[src/rtl/rd_lat_calc.sv]
module rd_lat_calc #(
  parameter int LAT_W  = 10,
  parameter int PROD_W = 21,
  parameter int DVS_W  = 10
) (
  input  logic             clk,
  input  logic             rst_n,
  input  logic             start,
  input  logic [3:0]       cas_code,
  input  logic             registered,
  input  logic [2:0]       setup_flags,
  input  logic [3:0]       rdptr_init,
  input  logic [8:0]       rcv_dly,
  input  logic [7:0]       p_const,
  input  logic [7:0]       n_const,
  input  logic [4:0]       nb_mult,
  input  logic [2:0]       mclk_code,
  output logic             busy,
  output logic             valid,
  output logic             err,
  output logic [LAT_W-1:0] latency
);
  localparam int CNT_W = $clog2(PROD_W + 1);

  typedef enum logic [1:0] {S_IDLE, S_DIV, S_FIN} state_t;
  state_t state;

  logic [11:0]       half_sub, adj_sub;
  logic [12:0]       clk_mul;
  logic [PROD_W-1:0] product;
  logic [DVS_W-1:0]  freq;
  logic              code_ok;

  assign half_sub = ((12'(cas_code) + 12'd4) << 1)
                  + (registered ? 12'd2 : 12'd0)
                  + ((|setup_flags) ? 12'd2 : 12'd1)
                  + 12'd8 - 12'(rdptr_init)
                  + 12'(rcv_dly >> 5);
  assign adj_sub  = ((half_sub << 1) + 12'(p_const)) >> 1;
  assign clk_mul  = 13'd200 * (13'(nb_mult) + 13'd4);
  assign product  = PROD_W'(adj_sub) * PROD_W'(clk_mul);
  assign code_ok  = (mclk_code >= 3'd3) && (mclk_code <= 3'd6);

  always_comb begin
    case (mclk_code)
      3'd3:    freq = DVS_W'(400);
      3'd4:    freq = DVS_W'(533);
      3'd5:    freq = DVS_W'(667);
      default: freq = DVS_W'(800);
    endcase
  end

  logic [DVS_W:0]    rem, rem_sh;
  logic [PROD_W-1:0] quo;
  logic [DVS_W-1:0]  dvs;
  logic [7:0]        n_half;
  logic [CNT_W-1:0]  cnt;
  logic              fits;

  assign rem_sh = {rem[DVS_W-1:0], quo[PROD_W-1]};
  assign fits   = rem_sh >= {1'b0, dvs};
  assign busy   = (state != S_IDLE);

  always_ff @(posedge clk) begin
    if (!rst_n) begin
      state   <= S_IDLE;
      rem     <= '0;
      quo     <= '0;
      dvs     <= '0;
      n_half  <= '0;
      cnt     <= '0;
      valid   <= 1'b0;
      err     <= 1'b0;
      latency <= '0;
    end else begin
      valid <= 1'b0;
      err   <= 1'b0;
      case (state)
        S_IDLE: if (start) begin
          if (code_ok) begin
            rem    <= '0;
            quo    <= product;
            dvs    <= freq;
            n_half <= n_const >> 1;
            cnt    <= CNT_W'(PROD_W);
            state  <= S_DIV;
          end else begin
            valid   <= 1'b1;
            err     <= 1'b1;
            latency <= '0;
          end
        end
        S_DIV: begin
          rem <= fits ? (rem_sh - {1'b0, dvs}) : rem_sh;
          quo <= {quo[PROD_W-2:0], fits};
          cnt <= cnt - 1'b1;
          if (cnt == CNT_W'(1)) state <= S_FIN;
        end
        default: begin
          latency <= LAT_W'(((quo + PROD_W'(1)) >> 1) + PROD_W'(n_half));
          valid   <= 1'b1;
          state   <= S_IDLE;
        end
      endcase
    end
  end
endmodule

[config.mk]
export PLATFORM = sky130hd
export DESIGN_NAME = rd_lat_calc
export DESIGN_NICKNAME = d
export VERILOG_FILES = /design/src/rtl/rd_lat_calc.sv
export SDC_FILE = /design/constraint.sdc
export NUM_CORES = 1
export LEC_CHECK = 0
export ABC_AREA = 1
export BUFFER_PORTS_ARGS = -buffer_cell sky130_fd_sc_hd__buf_2
export CORE_MARGIN = 4
export CORE_UTILIZATION = 60
export DETAILED_ROUTE_END_ITERATION = 16
export GPL_ROUTABILITY_DRIVEN = 0
export PLACE_DENSITY = 0.8
export SLEW_MARGIN = 0
export SYNTH_ARGS = -nofsm -noshare
export SYNTH_HDL_FRONTEND = slang
export SYNTH_SLANG_ARGS = --single-unit
[constraint.sdc]
create_clock -name clk -period 18.2 [get_ports clk]
set_clock_uncertainty 0.2 [all_clocks]
set_input_delay 3.64 -clock clk [delete_from_list [all_inputs] [get_ports clk]]
set_output_delay 3.64 -clock clk [all_outputs]
set_load 0.005 [all_outputs]
==> run_results.csv <==
group,metric,value,unit
routing,dr.pass1.iters,5,
logic_synthesis,async_reset_ff_share,0,%
placed_design,post-place-ws,5.73,ns
logic_synthesis,synth_nets,1339,
sta,fin_ws,6.05,ns
cells_and_area,final_area,8920,um^2
cells_and_area,syn_to_final_growth,8.26,%
critical_path,r2r-start,"quo[1]",
cts,htreeDepth,3,
worst_hold_path,hold_start,"dvs[5]",
routing,first_iter_violations,359,
sta,fin_crit,12.15,ns
flow_run,drv_cap,0,
global_routing,grt_pass1_vias,7098,
floorplanning,num_rows,42,
cts,clkSinkCount,65,
cts,clock_latency,0.33,ns
logic_synthesis,synth_top_family_by_area,"adder cells",
sta,rsz0062_at_grt,"no",
sta,finalHoldViolations,0,
run_status,status,"finished, final reports clean",
routing,vias,7193,
worst_hold_path,min_path_type,"flip-flop to flip-flop",
logic_synthesis,syn_area,8240,um^2
logic_synthesis,synth_edf_count,0,
floorplanning,io_pins,61,
sta,holdWs,0.255,ns
logic_synthesis,yosys-top-cells-count,"nand2_1 (213), inv_1 (208), nor2_1 (111), ha_1 (104), fa_1 (75)",
sta,worst_slew_pin_slew,1.04,ns
global_routing,antenna_found_initial,0,
logic_synthesis,synth_area_leaders,"fa_1 (18%), dfxtp_1 (16%), ha_1 (16%)",
cts,cts_tree,"done",
cts,hold_buffers,0,
critical_path,path_class,"input port to flip-flop",
global_routing,grt_max_degree,40,
sta,slew_headroom,30.4,%
logic_synthesis,ys_seq_elements,65,
logic_synthesis,syn_avg_cell_area,7.41,um^2
placed_design,hpwl,14400,um
routing,viasPerCell,5.38,
cells_and_area,antennaDiodeCount,0,
floorplanning,initial_utilization,61.7,%
cts,cts_buffers,9,
logic_synthesis,synthXorXnorAreaFrac,4.24,%
logic_synthesis,yosys.cell_count.top_type,"nand2_1",
cts,clockBufferDepth,2,
critical_path,critical_path_arrival,12.15,ns
placed_design,dpl-instance-area,8610,um^2
cts,path_clk_slew,0.06,ns
cts,clockRootBuffer,"clkbuf_16",
logic_synthesis,yosys.area_share.adder,34.0,%
worst_hold_path,hold_depth,2,
cells_and_area,nNetsFinal,1383,
logic_synthesis,synth.largest_area_cell,"fa_1",
floorplanning,die_h,125,um
logic_synthesis,synth-compound-area-share,11.7,%
global_routing,track_usage,23.9,%
global_routing,grt.overflow.total,0,
critical_path,critical_path_depth,43,
logic_synthesis,post_synth_num_cell_types,50,
floorplanning,die_x,125,um
critical_path,crit_required,18.20,ns
floorplanning,dieArea,15700,um^2
cts,cts_setup_buffers,0,
critical_path,slowest_stage,"fa_1",
critical_path,end_kind,"flip-flop",
logic_synthesis,synth_top_area_share,18.2,%
global_routing,grt_pass1_wl,31800,um
sta,final.setup.tns,0,ns
logic_synthesis,dominantRegCellSynth,"dfxtp_1",
cts,cts_resized,0,
critical_path,cp_max_fo,6,
sta,fin_crit_sh,66.8,%
critical_path,critPathMaxStageDelay,0.55,ns
critical_path,crit_family,"adder cells",
logic_synthesis,synth.mux.area_fraction,0,%
critical_path,critical_path.startpoint,"cas_code[0]",
logic_synthesis,yosys.area_share.simple,22.8,%
critical_path,cp.buffers_inverters,10,
routing,drcViolationCount,0,
logic_synthesis,synth_warnings,0,
cells_and_area,drive_gt1_share,11.3,%
critical_path,cpMostUsedCell,"inv_1",
critical_path,reg2reg_depth,19,
routing,wirelength,18100,um
logic_synthesis,seq_area_frac_synth,15.8,%
sta,final_max_slew_viol_count,0,
floorplanning,core,13300,um^2
sta,setup_viol,0,
critical_path,cp-start-kind,"input port",
routing,routedWlPerCell,13.5,um
logic_synthesis,syn_inst,1112,
placed_design,place.port_buffers,53,
sta,fmax,82.3,MHz
routing,antenna_left,0,
[cell families after synthesis]
group	count (synthesis)
AO/OA/AOI/OAI	162
XOR/XNOR	39
adder cells (fa/ha/maj)	179
buffers and inverters	239
flip-flops	65
AND/OR/NAND/NOR	428
[worst min-delay path: stages, from the launching register on]
cell and delay (ns):
dfxtp_1 0.30, inv_1 0.06, a21oi_1 0.05
[per-layer routing]
| metal | vias up | share of wire, % | global-route usage, % |
|---|---|---|---|
| met3 | 31 | 6.1 | 4.52 |
| li1 | 3596 | - | - |
| met5 | - | 0 | 0 |
| met1 | 3366 | 45 | 32.0 |
| met2 | 200 | 48 | 41.0 |
| met4 | 0 | 1.3 | 4.21 |
[layout by cell type (no fill, tap or decap), types with 3 or more instances in the layout]
cell type  synthesis  routed
clkbuf_16          0       9
o22ai_1            3       3
nand3b_1           4       4
a211oi_1           3       3
nor2_4             3       3
buf_2              1      53
o211ai_2           3       3
nand3_2            5       5
nor2_2             4       4
a21oi_2            6       6
nand2_1          213     213
xnor2_1           20      20
nand2_2           20      20
ha_1             104     104
o21ai_0           39      39
o32ai_1            5       5
a22oi_1            3       3
nand3_1           42      42
a31oi_1           20      20
dfxtp_1           65      65
or2_2              3       3
a21oi_1           68      68
clkinv_1           3       3
nand2_4            3       3
nor2_1           111     111
nor3_1             4       4
inv_1            208     208
nand4_1            6       6
buf_4              0       3
xor2_1            18      18
fa_1              75      75
inv_2              5       5
inv_6              0       3
[worst paths after layout]
kind	to	slack, ns
hold reg to reg	dvs[5]	0.25
hold / removal	dvs[5]	0.25
setup / recovery	quo[20]	6.05
setup reg to reg	latency[8]	15.28
[stage by stage]
| stage | utilization, % | cells |
|---|---|---|
| after floorplan | - | 1112 |
| after global placement | 64.5 | 1321 |
| after detailed placement | 64.5 | 1321 |
| after CTS | 66.8 | 1337 |
| after global routing | 66.8 | 1337 |
| final | 66.8 | 1337 |
[state kept, by name (all words and copies together) (netlist names)]
name	cells
rem	10
cnt	5
err	1
dvs	8
latency	10
state	2
valid	1
n_half	7
quo	21
[area by class of cell]
| cell class | instances | area [um^2] |
|---|---|---|
| Clock buffer | 9 | 225 |
| Tap cell | 176 | 220 |
| Multi-Input combinational cell | 808 | 5990 |
| Fill cell | 1155 | 4430 |
| Clock inverter | 7 | 82.6 |
| Inverter | 216 | 811 |
| Sequential cell | 65 | 1300 |
| Timing Repair Buffer | 56 | 288 |
Power is not shown: default switching activity piles up to over one toggle a cycle in this logic, so the estimate is an artifact.
